`config.mk`:
```
export PLATFORM = sky130hd
export DESIGN_NAME = wt_alloc_cache
export DESIGN_NICKNAME = d
export VERILOG_FILES = /design/src/rtl/wac_pkg.sv /design/src/rtl/wac_lookup.sv /design/src/rtl/wac_lru.sv /design/src/rtl/wt_alloc_cache.sv
export SDC_FILE = /design/constraint.sdc
export NUM_CORES = 1
export LEC_CHECK = 0
export ABC_CLOCK_PERIOD_IN_PS = 3140
export BUFFER_PORTS_ARGS = -buffer_cell sky130_fd_sc_hd__buf_4
export CORE_ASPECT_RATIO = 1.4
export CORE_MARGIN = 3
export CORE_UTILIZATION = 57
export CTS_BUF_LIST = sky130_fd_sc_hd__clkbuf_16
export DETAILED_ROUTE_END_ITERATION = 8
export GPL_TIMING_DRIVEN = 0
export PLACE_DENSITY = 0.8
export SLEW_MARGIN = 20
export SYNTH_ARGS = -nofsm -noshare
export SYNTH_HDL_FRONTEND = slang
export SYNTH_SLANG_ARGS = --single-unit
```
`constraint.sdc`:
```
create_clock -name clk -period 3.14 [get_ports clk]
set_input_delay 0.314 -clock clk [delete_from_list [all_inputs] [get_ports clk]]
set_output_delay 0.314 -clock clk [all_outputs]
set_load 0.02 [all_outputs]
```
`src/rtl/wac_pkg.sv`:
```
package wac_pkg;

    typedef enum logic [1:0] {
        ST_IDLE  = 2'd0,
        ST_FILL  = 2'd1,
        ST_WRITE = 2'd2
    } wac_state_e;

    function automatic int unsigned idx_width(input int unsigned n);
        return (n > 1) ? $clog2(n) : 1;
    endfunction

endpackage

```
`src/rtl/wac_lookup.sv`:
```
module wac_lookup #(
    parameter int LINES = 2,
    parameter int TAG_W = 4,
    parameter int IDX_W = 1
) (
    input  logic [LINES-1:0]            valid,
    input  logic [LINES-1:0][TAG_W-1:0] tags,
    input  logic [TAG_W-1:0]            tag_in,
    output logic                        hit,
    output logic [IDX_W-1:0]            hit_idx
);
    logic [LINES-1:0] match;

    for (genvar g = 0; g < LINES; g++) begin : g_cmp
        assign match[g] = valid[g] && (tags[g] == tag_in);
    end

    always_comb begin
        hit_idx = '0;
        for (int i = LINES - 1; i >= 0; i--) begin
            if (match[i]) hit_idx = IDX_W'(i);
        end
    end

    assign hit = |match;
endmodule

```
`src/rtl/wac_lru.sv`:
```
module wac_lru #(
    parameter int LINES = 2,
    parameter int IDX_W = 1
) (
    input  logic             clk,
    input  logic             rst,
    input  logic             touch,
    input  logic [IDX_W-1:0] touch_idx,
    input  logic [LINES-1:0] valid,
    output logic [IDX_W-1:0] victim
);
    logic [LINES-1:0][IDX_W-1:0] age_q;

    always_ff @(posedge clk) begin
        if (rst) begin
            for (int i = 0; i < LINES; i++) age_q[i] <= IDX_W'(LINES - 1 - i);
        end else if (touch) begin
            for (int i = 0; i < LINES; i++) begin
                if (IDX_W'(i) == touch_idx) age_q[i] <= '0;
                else if (age_q[i] < age_q[touch_idx]) age_q[i] <= age_q[i] + 1'b1;
            end
        end
    end

    always_comb begin
        logic found;
        victim = '0;
        found  = 1'b0;
        for (int i = 0; i < LINES; i++) begin
            if (age_q[i] == IDX_W'(LINES - 1)) victim = IDX_W'(i);
        end
        for (int i = 0; i < LINES; i++) begin
            if (!valid[i] && !found) begin
                victim = IDX_W'(i);
                found  = 1'b1;
            end
        end
    end
endmodule

```
`src/rtl/wt_alloc_cache.sv`:
```
module wt_alloc_cache
    import wac_pkg::*;
#(
    parameter int ADDR_W    = 5,
    parameter int ITEM_W    = 8,
    parameter int LINES     = 2,
    parameter int BLK_ITEMS = 2,
    parameter int CNT_W     = 16
) (
    input  logic              clk,
    input  logic              rst,
    input  logic              cpu_req,
    input  logic              cpu_we,
    input  logic [ADDR_W-1:0] cpu_addr,
    input  logic [ITEM_W-1:0] cpu_wdata,
    output logic              cpu_busy,
    output logic              cpu_rvalid,
    output logic [ITEM_W-1:0] cpu_rdata,
    output logic              mem_req,
    output logic              mem_we,
    output logic [ADDR_W-1:0] mem_addr,
    output logic [ITEM_W-1:0] mem_wdata,
    input  logic              mem_ready,
    input  logic [ITEM_W-1:0] mem_rdata,
    output logic [CNT_W-1:0]  hit_count,
    output logic [CNT_W-1:0]  miss_count
);
    localparam int OFF_W = $clog2(BLK_ITEMS);
    localparam int TAG_W = ADDR_W - OFF_W;
    localparam int IDX_W = idx_width(LINES);
    localparam logic [OFF_W-1:0] LAST_BEAT = OFF_W'(BLK_ITEMS - 1);

    wac_state_e                  state_q;
    logic [LINES-1:0]            valid_q;
    logic [LINES-1:0][TAG_W-1:0] tag_q;
    logic [ITEM_W-1:0]           data_q [LINES][BLK_ITEMS];

    logic              req_we_q;
    logic [ADDR_W-1:0] req_addr_q;
    logic [ITEM_W-1:0] req_wdata_q;
    logic [IDX_W-1:0]  line_q;
    logic [OFF_W-1:0]  beat_q;
    logic              rvalid_q;
    logic [ITEM_W-1:0] rdata_q;

    logic [TAG_W-1:0] tag_in;
    logic [OFF_W-1:0] off_in;
    logic [TAG_W-1:0] req_tag;
    logic [OFF_W-1:0] req_off;
    logic             hit;
    logic [IDX_W-1:0] hit_idx;
    logic [IDX_W-1:0] victim;
    logic             accept;
    logic             beat_done;
    logic             fill_done;
    logic             touch;
    logic [IDX_W-1:0] touch_idx;

    assign tag_in    = cpu_addr[ADDR_W-1:OFF_W];
    assign off_in    = cpu_addr[OFF_W-1:0];
    assign req_tag   = req_addr_q[ADDR_W-1:OFF_W];
    assign req_off   = req_addr_q[OFF_W-1:0];
    assign accept    = (state_q == ST_IDLE) && cpu_req;
    assign beat_done = (state_q == ST_FILL) && mem_ready;
    assign fill_done = beat_done && (beat_q == LAST_BEAT);
    assign touch     = (accept && hit) || fill_done;
    assign touch_idx = fill_done ? line_q : hit_idx;

    wac_lookup #(.LINES(LINES), .TAG_W(TAG_W), .IDX_W(IDX_W)) lookup_i (
        .valid   (valid_q),
        .tags    (tag_q),
        .tag_in  (tag_in),
        .hit     (hit),
        .hit_idx (hit_idx)
    );

    wac_lru #(.LINES(LINES), .IDX_W(IDX_W)) lru_i (
        .clk       (clk),
        .rst       (rst),
        .touch     (touch),
        .touch_idx (touch_idx),
        .valid     (valid_q),
        .victim    (victim)
    );

    // Control, tags, counters
    always_ff @(posedge clk) begin
        if (rst) begin
            state_q     <= ST_IDLE;
            valid_q     <= '0;
            tag_q       <= '0;
            req_we_q    <= 1'b0;
            req_addr_q  <= '0;
            req_wdata_q <= '0;
            line_q      <= '0;
            beat_q      <= '0;
            rvalid_q    <= 1'b0;
            rdata_q     <= '0;
            hit_count   <= '0;
            miss_count  <= '0;
        end else begin
            rvalid_q <= 1'b0;
            unique case (state_q)
                ST_IDLE: begin
                    if (cpu_req) begin
                        req_we_q    <= cpu_we;
                        req_addr_q  <= cpu_addr;
                        req_wdata_q <= cpu_wdata;
                        if (hit) begin
                            hit_count <= hit_count + 1'b1;
                            if (cpu_we) begin
                                state_q <= ST_WRITE;
                            end else begin
                                rvalid_q <= 1'b1;
                                rdata_q  <= data_q[hit_idx][off_in];
                            end
                        end else begin
                            miss_count      <= miss_count + 1'b1;
                            line_q          <= victim;
                            valid_q[victim] <= 1'b0;
                            tag_q[victim]   <= tag_in;
                            beat_q          <= '0;
                            state_q         <= ST_FILL;
                        end
                    end
                end
                ST_FILL: begin
                    if (mem_ready) begin
                        beat_q <= beat_q + 1'b1;
                        if (beat_q == LAST_BEAT) begin
                            valid_q[line_q] <= 1'b1;
                            if (req_we_q) begin
                                state_q <= ST_WRITE;
                            end else begin
                                state_q  <= ST_IDLE;
                                rvalid_q <= 1'b1;
                                rdata_q  <= (req_off == beat_q) ? mem_rdata
                                                                : data_q[line_q][req_off];
                            end
                        end
                    end
                end
                ST_WRITE: begin
                    if (mem_ready) state_q <= ST_IDLE;
                end
                default: state_q <= ST_IDLE;
            endcase
        end
    end

    // Line data array, no reset needed: guarded by valid bits
    always_ff @(posedge clk) begin
        if (accept && hit && cpu_we) begin
            data_q[hit_idx][off_in] <= cpu_wdata;
        end
        if (beat_done) begin
            data_q[line_q][beat_q] <= mem_rdata;
            if (fill_done && req_we_q) begin
                data_q[line_q][req_off] <= req_wdata_q;
            end
        end
    end

    assign cpu_busy   = (state_q != ST_IDLE);
    assign cpu_rvalid = rvalid_q;
    assign cpu_rdata  = rdata_q;
    assign mem_req    = (state_q != ST_IDLE);
    assign mem_we     = (state_q == ST_WRITE);
    assign mem_addr   = (state_q == ST_WRITE) ? req_addr_q : {req_tag, beat_q};
    assign mem_wdata  = req_wdata_q;
endmodule

```
-- After elaboration in Yosys (flattened, before gate mapping)
Memories as Yosys holds them, arrays and structs flattened. A register that Yosys moved wholly into a read port is not among the register bits.
Index checks and enable logic that the tools add are counted.
- add/subtract/negate cells: 5
- order comparisons: 13
- equal/unequal tests: 15
- multiplexer cells: 92
- bitwise logic cells: 23
- reductions and logical operators: 31
- operators by type and width (kind ; count):
    $mux 8 ; 16
    $mux 16 ; 5
    $mux 1 ; 47
    $add 16x1->16 const B ; 2
    $demux 8 s1 ; 3
    $mux 2 ; 11
    $ne 2x2->1 const B ; 8
    $or 1x1->1 ; 16
    $pmux 8 s2 ; 1
    $reduce_or 16->1 ; 1
    $logic_and 1x1->1 ; 14
    $reduce_and 5->1 ; 2
    $bwmux 8 ; 1
    $eq 4x4->1 ; 2
    $reduce_and 7->1 ; 1
    $ge 2x2->1 const B ; 3
    $lt 1x2->1 const B ; 3
    $lt 2x1->1 const B ; 3
    $not 1->2 ; 3
    $pmux 2 s3 ; 1
    $reduce_and 2->1 ; 3
    $reduce_and 3->1 ; 2
    $reduce_bool 2->1 ; 3
    $demux 4 s1 ; 1
    21 further kinds ; 27
- register bits: 71
- RAM bits: 32
- input port bits: 26
- output and inout port bits: 57
- logic and storage cells: 195
- memories: 1
- memory list (memory ; depth ; bits a word ; read ports ; clocked after Yosys merged registers in ; write ports ; line ; text):
    data_q ; 2 ; 16 ; 2 ; 1 ; 1 ; wt_alloc_cache.sv:36 ; logic [ITEM_W-1:0] data_q [LINES][BLK_ITEMS];

-- Longest topological paths before layout
Gate-level depths: netlist (run 1).
- depth in word-level cells: 12
- gate-level depth with buffers: 8
- mapped depth without buffers: 6

-- By module
A second synthesis (run 1) with hierarchy kept.
- cell total of the unflattened synthesis: 541
- area total of the unflattened synthesis: 5036.1 µm²
- modules (own cells, without submodules) (module ; times used ; cells an instance ; area an instance (µm²) ; seq. area each (µm²)):
    wt_alloc_cache ; 1 ; 515 ; 4830.9 ; 2362.3
    wac_lookup ; 1 ; 17 ; 122.6 ; 0.0
    wac_lru ; 1 ; 9 ; 82.6 ; 40.0

-- Worst setup path after synthesis (run 1)
Ideal clock, no wire load.
- kind: in2reg
- from: input cpu_addr[1]
- to: memory data_q[1][10] (netlist name), enable pin
- setup time: 370 ps
- arrival: 2031 ps
- required time: 2770 ps
- setup slack: 738 ps
- stages: 6
- buffers on the path: 0
- cells stage by stage: nand2b_1 > o2111ai_1 > or4_4 > a21oi_2 > a32oi_1 > nor2_1
- cells in the longest elaborated chain, start to end: 8
- elaborated cells on any way between the ends: 13
- those cells by class: eq/ne: 2; mux: 6; reduce/logical: 5
- RTL lines (what ; line ; text):
    from (decl) ; wt_alloc_cache.sv:14 ; input logic [ADDR_W-1:0] cpu_addr,
    $eq 4x4->1 ; wac_lookup.sv:15 ; assign match[g] = valid[g] && (tags[g] == tag_in);
    $logic_and 1x1->1 ; wac_lookup.sv:15 ;
    $reduce_or 2->1 ; wac_lookup.sv:25 ; assign hit = |match;
    $logic_and 1x1->1 (2 in series) ; wt_alloc_cache.sv:153 ; if (accept && hit && cpu_we) begin
    $mux 1 ; wt_alloc_cache.sv:153 ;
    $mux 16 (implied by the code) ; wt_alloc_cache.sv:154 ; data_q[hit_idx][off_in] <= cpu_wdata;
    $mux 16 (no line) ; -- ;
    to (decl) ; wt_alloc_cache.sv:36 ;
Parallel ways exist; a longest one is shown, timed or not.

-- Final worst setup path (run 1)
- from: register state_q[0]
- to: memory data_q[0][3] (netlist name), enable pin
- cells in the longest elaborated chain, start to end: 10
- elaborated cells on any way between the ends: 34
- those cells by class: eq/ne: 1; mux: 9; bitwise: 16; reduce/logical: 8
- RTL lines (what ; line ; text):
    from (decl) ; wt_alloc_cache.sv:33 ; wac_state_e state_q;
    from (signal assigned) ; wt_alloc_cache.sv:89 ; state_q <= ST_IDLE;
    from (signal assigned) ; wt_alloc_cache.sv:112 ; state_q <= ST_WRITE;
    from (signal assigned) ; wt_alloc_cache.sv:123 ; state_q <= ST_FILL;
    $eq 2x1->1 ; wt_alloc_cache.sv:64 ; assign beat_done = (state_q == ST_FILL) && mem_ready;
    $logic_and 1x1->1 ; wt_alloc_cache.sv:64 ;
    $logic_and 1x1->1 ; wt_alloc_cache.sv:65 ; assign fill_done = beat_done && (beat_q == LAST_BEAT);
    $logic_and 1x1->1 ; wt_alloc_cache.sv:158 ; if (fill_done && req_we_q) begin
    $mux 1 ; wt_alloc_cache.sv:158 ;
    $mux 1 ; wt_alloc_cache.sv:156 ; if (beat_done) begin
    $mux 16 (implied by the code) ; wt_alloc_cache.sv:159 ; data_q[line_q][req_off] <= req_wdata_q;
    $or 1x1->1 (no line) ; -- ;
    $reduce_or 16->1 (no line) ; -- ;
    $mux 1 (no line) / $mux 16 (equally long branches) ; -- ;
Parallel ways exist; a longest one is shown, timed or not.

==> results of run 1 <==
==> power groups by stage <==
stage / sequential [mW] / combinational, mW / clock [mW]
floorplan: 1.50 / 0.258 / 0
global placement: 1.49 / 0.410 / 0
detailed placement: 1.50 / 0.421 / 0
CTS: 1.47 / 0.425 / 1.11
global route: 1.47 / 0.465 / 1.16
finish: 1.47 / 0.432 / 1.11
==> final cells by class <==
type	instances	area, um^2
Buffer	43	196.4
Clock buffer	9	225.2
Clock inverter	7	63.81
Fill cell	672	2496
Inverter	13	48.80
Multi-Input combinational cell	416	2624
Sequential cell	104	2402
Tap cell	105	131.4
Timing Repair Buffer	83	620.6
==> per-stage QoR <==
stage | std cells | utilization [%] | worst slack [ns]
final | 780 | 71.66 | 0.09776
after detailed placement | 763 | 68.20 | 0.009574
after floorplan | 576 | - | 0.7382
after CTS | 779 | 71.48 | 0.002914
after global routing | 780 | 71.66 | -0.01851
after global placement | 763 | 68.20 | 0.02524
==> worst max-delay path: stages (launching register included) <==
cell and delay (ns):
dfxtp_1 0.47, nor2b_1 0.46, and2_0 0.19, clkbuf_1 0.19, clkbuf_1 0.43, o21ai_0 0.27, nor2_1 0.67
==> metal layers <==
layer,vias up,GRT usage (%),part of all wire (%)
li1,2280,-,-
met1,2288,31.61,37
met2,215,50.14,52
met3,58,4.945,7.2
met4,0,17.27,4.2
met5,-,0,0
==> Yosys cell counts, types with 3 or more instances <==
| cell | count |
|---|---|
| a32oi_1 | 3 |
| a221oi_1 | 5 |
| mux2_2 | 3 |
| mux2i_1 | 31 |
| nor3_1 | 11 |
| nand2_1 | 68 |
| xnor2_1 | 15 |
| clkbuf_1 | 34 |
| and2_1 | 3 |
| xor2_1 | 11 |
| nand2b_1 | 4 |
| o221ai_1 | 4 |
| a32o_1 | 8 |
| a31oi_1 | 9 |
| dfxtp_1 | 72 |
| and4_1 | 3 |
| a2111oi_2 | 4 |
| o41a_1 | 4 |
| o21ai_0 | 20 |
| or3_1 | 5 |
| o211ai_1 | 8 |
| nor2_1 | 71 |
| edfxtp_1 | 32 |
| nor2b_1 | 13 |
| nand4_1 | 8 |
| nand3_1 | 14 |
| nor4_1 | 4 |
| o31ai_1 | 4 |
| a2111oi_0 | 4 |
| a211oi_1 | 5 |
| inv_1 | 12 |
| buf_4 | 5 |
| a21oi_1 | 43 |
| o2111ai_1 | 4 |
==> state kept, by name, indices dropped and copies added (netlist names), named ones only <==
signal / count
beat_q: 1
cpu_rdata: 8
cpu_rvalid: 1
data_q: 32
hit_count: 16
line_q: 1
lru_i.age_q: 2
mem_wdata: 8
miss_count: 16
req_addr_q: 5
req_we_q: 1
state_q: 2
tag_q: 8
valid_q: 2
==> logic make-up after synthesis <==
family / share of synthesized area [%]
multiplexers: 7.398
adder cells (fa/ha/maj): 0.4757
flip-flops: 45.67
XOR/XNOR: 4.329
AO/OA/AOI/OAI: 18.41
AND/OR/NAND/NOR: 19.08
buffers and inverters: 4.638
==> path summary, 6_finish.rpt <==
| check | start | endpoint | slack, ns |
|---|---|---|---|
| hold reg to reg | req_addr_q[2]$_SDFFE_PP0N_ | req_addr_q[2]$_SDFFE_PP0N_ | 0.46 |
| setup reg to reg | state_q[0]$_SDFFE_PP0P_ | data_q[0][3]$_DFFE_PP_ | 0.1 |
| setup / recovery | state_q[0]$_SDFFE_PP0P_ | data_q[0][3]$_DFFE_PP_ | 0.1 |
| hold / removal | cpu_wdata[6] | mem_wdata[6]$_SDFFE_PP0N_ | 0.22 |
==> what timing repair did <==
item                                    CTS  global route
setup buffers                             0             0
endpoints found under the setup margin    0            26
endpoints found under the hold margin     0             0
resized for setup                         0             3
==> results_tabular.tex, run 1 <==
\begin{tabular}{lr}
\hline
Metric & Value \\
\hline
\multicolumn{2}{l}{\textbf{STA}} \\
\quad Maximum achievable frequency & 0.3287 GHz \\
\quad Post-Route Hold Slack & 0.2211 ns \\
\quad Worst rel slew slack & 42.93\% \\
\quad Worst Tran Pin Value & 0.8561 ns \\
\quad Final number of hold-violating endpoints & 0 \\
\quad Final min period & $\sim$3.0 ns \\
\quad Setup repair after global routing missed its margin & true \\
\quad Crit share post-route & 96.89\% \\
\quad Number of setup violations in the final report & 0 \\
\quad Sum Neg Setup Slack & 0 ns \\
\quad Maximum clock skew at final layout & between 0.01 and 0.015 ns \\
\quad Final Max Slew Viols & 0 \\
\multicolumn{2}{l}{\textbf{Worst hold path}} \\
\quad Tightest Hold Check Type & in -> reg \\
\quad Cells on Worst Hold Path & 3 \\
\multicolumn{2}{l}{\textbf{Route}} \\
\quad Final wirelength & 14720 um \\
\quad Detailed Routing Iterations Pass 1 & 5 \\
\quad Detailed-route DRC error count & 0 \\
\quad Via-per-instance ratio & 6.206 \\
\quad Via count of the routed design & a little under 5000 \\
\quad Violation count after the first detailed-route iteration & 403 \\
\quad Antenna viol nets, final & 0 \\
\quad Routed WL per cell & 18.87 um \\
\multicolumn{2}{l}{\textbf{Flow run}} \\
\quad Max-cap violation count & 0 \\
\multicolumn{2}{l}{\textbf{GRT}} \\
\quad First-pass GRT wire length & 23230 um \\
\quad Number of global-route vias before repair & between 4000 and 5000 \\
\quad Overflow after GRT & 0 \\
\quad Maximum number of pins on one net before global-route repair & 17 \\
\quad Global routing usage summed across all routing layers & between 20\% and 30\% \\
\quad Number of antenna violations at the first check in global routing & 0 \\
\multicolumn{2}{l}{\textbf{Placement}} \\
\quad Dpl hpwl & 10940 um \\
\quad RD Place Congestion & approximately 0.9 \\
\quad Total cell area at the placement stage & roughly 0.0060 mm\^{}2 \\
\quad Quantity of I/O buffers inserted on ports & 82 \\
\multicolumn{2}{l}{\textbf{Yosys}} \\
\quad Register bit count reported by yosys & 104 \\
\quad Mean instance size in the synthesized netlist & just over 9 um\^{}2 \\
\quad Top cells by area, synth & dfxtp\_1 27\%, edfxtp\_1 18\%, mux2i\_1 5.9\% \\
\quad Syn Nets & 604 \\
\quad Number of library cell types mapped by synthesis & 58 \\
\quad Sequential element share of the synthesized area & 45.67\% \\
\quad Most used DFF post-synth & dfxtp\_1 \\
\quad Yosys warning total & 0 \\
\quad Synthesized netlist cell count & 576 \\
\quad Share of flip-flops with an asynchronous set or reset after synthesis & 0\% \\
\quad Cell type with the highest aggregate area in the netlist & dfxtp\_1 \\
\quad Post-synth EDFFs & 32 \\
\quad Post-synthesis instance area & between 0.005 and 0.006 mm\^{}2 \\
\quad Area share of the largest cell type after synthesis & 27.40\% \\
\multicolumn{2}{l}{\textbf{Floorplanning}} \\
\quad Floorplan die area & 0.01043 mm\^{}2 \\
\quad Overall die height & 119.7 um \\
\quad Horizontal extent of the die & approximately 87 um \\
\quad Site row count & 40 \\
\quad Effective utilization at floorplan & 59.72\% \\
\quad Core Footprint & between 0.008 and 0.009 mm\^{}2 \\
\quad Number of I/O pins & 83 \\
\multicolumn{2}{l}{\textbf{CTS}} \\
\quad Clk Latency, worst-skew pair & $\sim$0.36 ns \\
\quad Longest Clk Path Bufs & 2 \\
\quad Number of CTS-inserted buffers & 9 \\
\quad Clock tree from TritonCTS & yes \\
\quad Post-CTS clock slew at the launch and capture registers of the worst setup and hold paths & 0.07 ns \\
\quad Buffer cell driving the clock tree root & clkbuf\_16 \\
\quad Total number of H-tree levels & 3 \\
\quad Clock net sink count & approximately 100 \\
\quad Hold-fix buffers at CTS & 0 \\
\multicolumn{2}{l}{\textbf{Power and ir drop}} \\
\quad Internal power summed over all cells & 2.204 mW \\
\quad Comb pwr share & 14.4\% \\
\quad Total Power Consumption & 3.007 mW \\
\quad Clock share of power & 36.8\% \\
\quad Maximum vdd ir drop & between 400 and 500 uV \\
\quad Static Leak & approximately 2.2 nW \\
\quad Flop pwr share & roughly 49\% \\
\quad Proportion of total power due to net switching & 26.69\% \\
\quad Ratio of total power to cell area & between 400 and 500 mW/mm\^{}2 \\
\quad Switching power & about 0.8 mW \\
\multicolumn{2}{l}{\textbf{Finish}} \\
\quad Share of final-layout standard cells stronger than drive strength 1 & 18.22\% \\
\quad Number of nets in the layout & approximately 700 \\
\quad Most common library cell in the layout ignoring fill and taps & buf\_4 \\
\quad Diodes inserted & 0 \\
\quad Layout Cell Area excl Fill & 0.006312 mm\^{}2 \\
\quad Synthesis-to-layout area growth & 20.00\% \\
\quad Leading cell types in the layout, fill and taps excluded & 87 x buf\_4, 72 x dfxtp\_1, 69 x nor2\_1, 68 x nand2\_1, 43 x a21oi\_1 \\
\multicolumn{2}{l}{\textbf{Setup path}} \\
\quad Worst-case reg-to-reg path depth & 6 \\
\quad Kind of critical path & reg -> reg \\
\quad Critical path startpoint category & register \\
\quad Required time of the critical path & 3.12 ns \\
\quad Type of destination of the critical path & register \\
\quad Data arrival time of the critical path & 3.02 ns \\
\quad Critical Path Fanout Max & 10 \\
\multicolumn{2}{l}{\textbf{Outcome}} \\
\quad Run status & complete, no violations \\
\hline
\end{tabular}
No activity file was read; power rests on OpenSTA's default activity.
==> run 2, diff against run 1 <==
--- a/config.mk
+++ b/config.mk
@@ -12,8 +12,10 @@
 export CORE_UTILIZATION = 57
 export CTS_BUF_LIST = sky130_fd_sc_hd__clkbuf_16
 export DETAILED_ROUTE_END_ITERATION = 8
+export GPL_ROUTABILITY_DRIVEN = 0
 export GPL_TIMING_DRIVEN = 0
 export PLACE_DENSITY = 0.8
+export REMOVE_ABC_BUFFERS = 1
 export SLEW_MARGIN = 20
 export SYNTH_ARGS = -nofsm -noshare
 export SYNTH_HDL_FRONTEND = slang
==> results_tabular.tex, run 2 (synthesis gave the netlist of run 1 again) <==
\begin{tabular}{lr}
\hline
Metric & Value \\
\hline
\multicolumn{2}{l}{\textbf{Setup path}} \\
\quad R2R Path Start & tag\_q[7]\$\_SDFFE\_PP0P\_ (was state\_q[0]\$\_SDFFE\_PP0P\_) \\
\quad Worst path bufs/invs & 1 (was 2) \\
\quad Largest stage delay, worst path & 0.71 ns (was 0.67 ns) \\
\quad Required time of the critical path & 3.11 ns (was 3.12 ns) \\
\quad Type of destination of the critical path & register (unchanged) \\
\quad Destination of the worst register-to-register timing path & data\_q[0][2]\$\_DFFE\_PP\_ (was data\_q[0][3]\$\_DFFE\_PP\_) \\
\quad End point of the critical path & data\_q[0][2]\$\_DFFE\_PP\_ (was data\_q[0][3]\$\_DFFE\_PP\_) \\
\quad Delay-heaviest family, CP & simple AND/OR/NAND/NOR gates (unchanged) \\
\quad Data arrival time of the critical path & 3.07 ns (was 3.02 ns) \\
\quad WP depth & 6 (unchanged) \\
\quad Timing startpoint of the critical path & tag\_q[7]\$\_SDFFE\_PP0P\_ (was state\_q[0]\$\_SDFFE\_PP0P\_) \\
\quad Critical path startpoint category & register (unchanged) \\
\quad Ordered cell list for the critical path & inv\_1 > a22o\_1 > or4\_4 > a21oi\_2 > a31oi\_1 > nor2\_1 (was nor2b\_1 > and2\_0 > clkbuf\_1 > clkbuf\_1 > o21ai\_0 > nor2\_1) \\
\quad R2R Setup Slk & 0.05 ns (was 0.1 ns) \\
\quad Worst-case reg-to-reg path depth & 6 (unchanged) \\
\quad Critical Path Fanout Max & 22 (was 10) \\
\quad Kind of critical path & reg -> reg (unchanged) \\
\quad Cell with the largest stage delay on the worst path & or4\_4 (was nor2\_1) \\
\multicolumn{2}{l}{\textbf{CTS}} \\
\quad Clock tree from TritonCTS & yes (unchanged) \\
\quad Hold-fix buffers at CTS & 0 (unchanged) \\
\quad Clk Latency, worst-skew pair & 0.35 ns (was 0.36 ns) \\
\quad Post-CTS clock slew at the launch and capture registers of the worst setup and hold paths & 0.07 ns (about the same) \\
\quad Total number of H-tree levels & 3 (unchanged) \\
\quad Clock net sink count & 104 (unchanged) \\
\quad Longest Clk Path Bufs & 2 (unchanged) \\
\quad Number of CTS-inserted buffers & 9 (unchanged) \\
\quad Buffer cell driving the clock tree root & clkbuf\_16 (unchanged) \\
\multicolumn{2}{l}{\textbf{Floorplanning}} \\
\quad Overall die height & 119.7 um (unchanged) \\
\quad Floorplan die area & 0.01043 mm\^{}2 (unchanged) \\
\quad Number of I/O pins & 83 (unchanged) \\
\quad Core Footprint & 0.008808 mm\^{}2 (unchanged) \\
\quad Site row count & 40 (unchanged) \\
\quad Effective utilization at floorplan & 59.72\% (unchanged) \\
\quad Horizontal extent of the die & 87.19 um (unchanged) \\
\multicolumn{2}{l}{\textbf{STA}} \\
\quad Final number of hold-violating endpoints & 0 (unchanged) \\
\quad Worst rel slew slack & 29.47\% (was 42.93\%) \\
\quad Maximum clock skew at final layout & 0.003623 ns (was 0.01196 ns) \\
\quad Final min period & 3.093 ns (was 3.042 ns) \\
\quad Maximum achievable frequency & 0.3233 GHz (was 0.3287 GHz) \\
\quad Crit share post-route & 98.51\% (was 96.89\%) \\
\quad Post-Route Hold Slack & 0.2172 ns (was 0.2211 ns) \\
\quad Worst Tran Pin Value & 1.058 ns (was 0.8561 ns) \\
\quad Final Max Slew Viols & 0 (unchanged) \\
\quad Setup repair after global routing missed its margin & true (unchanged) \\
\quad Final critical-path setup slack & 0.04687 ns (was 0.09776 ns) \\
\quad Number of setup violations in the final report & 0 (unchanged) \\
\multicolumn{2}{l}{\textbf{Finish}} \\
\quad Flip-flop count of the largest register, all copies and words added & 32 (unchanged) \\
\quad Number of nets in the layout & 659 (was 698) \\
\quad Synthesis-to-layout area growth & 17.27\% (was 20.00\%) \\
\quad Layout Cell Area excl Fill & 0.006168 mm\^{}2 (was 0.006312 mm\^{}2) \\
\quad Top flop regs & data\_q x32, hit\_count x16, miss\_count x16 (unchanged) \\
\quad Final core utilization & 70.03\% (was 71.66\%) \\
\quad Leading cell types in the layout, fill and taps excluded & 86 x buf\_4, 70 x dfxtp\_1, 69 x nor2\_1, 67 x nand2\_1, 43 x a21oi\_1 (was 87 x buf\_4, 72 x dfxtp\_1, 69 x nor2\_1, 68 x nand2\_1, 43 x a21oi\_1) \\
\quad Share of final-layout standard cells stronger than drive strength 1 & 19.65\% (was 18.22\%) \\
\quad Diodes inserted & 0 (unchanged) \\
\quad Most common library cell in the layout ignoring fill and taps & buf\_4 (unchanged) \\
\quad Largest register by flop count & data\_q (unchanged) \\
\multicolumn{2}{l}{\textbf{Power and ir drop}} \\
\quad Total Power Consumption & 2.935 mW (was 3.007 mW) \\
\quad Static Leak & 2.183 nW (was 2.228 nW) \\
\quad Ratio of total power to cell area & 475.9 mW/mm\^{}2 (was 476.4 mW/mm\^{}2) \\
\quad Maximum vdd ir drop & 358.5 uV (was 491.2 uV) \\
\multicolumn{2}{l}{\textbf{GRT}} \\
\quad Most used routing layer in global routing & met2 (unchanged) \\
\quad Maximum number of pins on one net before global-route repair & 67 (was 17) \\
\quad Global routing usage summed across all routing layers & 27.24\% (was 28.68\%) \\
\quad Number of global-route vias before repair & 4608 (was 4834) \\
\quad Fraction of met2 tracks used by global routing & 46.77\% (was 50.14\%) \\
\quad Met1 global-route usage & 32.03\% (was 31.61\%) \\
\quad First-pass GRT wire length & 22400 um (was 23230 um) \\
\quad Met3 Track Usage GR & 5.357\% (was 4.945\%) \\
\quad Overflow after GRT & 0 (unchanged) \\
\quad Number of antenna violations at the first check in global routing & 0 (unchanged) \\
\multicolumn{2}{l}{\textbf{Worst hold path}} \\
\quad Tightest Hold Check Type & in -> reg (unchanged) \\
\multicolumn{2}{l}{\textbf{Route}} \\
\quad Via count of the routed design & 4736 (was 4841) \\
\quad Detailed Routing Iterations Pass 1 & 5 (unchanged) \\
\quad Antenna viol nets, final & 0 (unchanged) \\
\quad Violation count after the first detailed-route iteration & 411 (was 403) \\
\quad Routed WL per cell & 18.86 um (was 18.87 um) \\
\quad Detailed-route DRC error count & 0 (unchanged) \\
\quad Final wirelength & 13980 um (was 14720 um) \\
\quad Via-per-instance ratio & 6.391 (was 6.206) \\
\multicolumn{2}{l}{\textbf{Placement}} \\
\quad Setup WS pre-CTS & -0.7429 ns (was 0.009574 ns) \\
\quad Quantity of I/O buffers inserted on ports & 82 (unchanged) \\
\quad Dpl hpwl & 9041 um (was 10940 um) \\
\quad Total cell area at the placement stage & 0.005853 mm\^{}2 (was 0.006007 mm\^{}2) \\
\multicolumn{2}{l}{\textbf{Flow run}} \\
\quad Max-cap violation count & 0 (unchanged) \\
\multicolumn{2}{l}{\textbf{Outcome}} \\
\quad Run status & complete, no violations (unchanged) \\
\hline
\end{tabular}
[run 2: changes by cell type in the layout (fill, tap and decap cells not counted), moves of 2 or more]
cell      previous run  this run
buf_6                2         0
dfxtp_2              0         2
dfxtp_1             72        70
clkbuf_1            34         0
clkbuf_2             2         0
inv_1               13        15
[run 2: what timing repair did]
item                       in CTS  in global routing
buffers inserted                3                  0
pin swaps                       2                  0
setup endpoints to repair      33                 32
resized for setup               5                  1
[run 2: stage by stage]
step,TNS (ns),cells
finish,0,741
global route,-1.571,741
CTS,0,741
detailed placement,-18.73,722
global placement,-54.87,720
floorplan,-0.2029,533
[run 2: how the worst min path moves through the flow]
| stage | end | cells after the start | slack, ns | startpoint |
|---|---|---|---|---|
| after CTS | mem_wdata[2]$_SDFFE_PP0N_ | 3 | 0.22 | cpu_wdata[2] |
| after floorplan | hit_count[12]$_SDFFE_PP0P_ | 1 | 0.38 | rst |
| after global placement | lru_i.age_q[0]$_SDFFE_PP1P_ | 2 | 0.44 | lru_i.age_q[0]$_SDFFE_PP1P_ |
| after global routing | mem_wdata[1]$_SDFFE_PP0N_ | 3 | 0.23 | cpu_wdata[1] |
| after detailed placement | req_addr_q[4]$_SDFFE_PP0N_ | 2 | 0.45 | req_addr_q[4]$_SDFFE_PP0N_ |
| final | mem_wdata[2]$_SDFFE_PP0N_ | 3 | 0.22 | cpu_wdata[2] |
[run 2: final cells by class]
class / count / area, um^2
clock inverter: 6 / 26.28
multi-input combinational: 416 / 2646
inverter: 13 / 48.80
sequential: 104 / 2405
tap: 105 / 131.4
timing repair buffer: 87 / 660.6
fill: 664 / 2640
clock buffer: 10 / 250.2
[run 2: routing by layer]
metal  share of wire, %  up-vias
met1                 37     2258
met2                 52      232
met4                2.6        0
met5                  0        -
li1                   -     2213
met3                8.4       33
[run 2: where the power goes]
group	switching [mW]	internal (mW)	leakage [nW]
Clock	0.489	0.575	0.152
Sequential	0.0556	1.43	0.873
Combinational	0.234	0.152	1.16
Total	0.779	2.16	2.18
[run 2: worst min-delay path, cell delays in order]
cell	delay [ns]
buf_4	0.11
nand2_1	0.05
a21oi_1	0.05
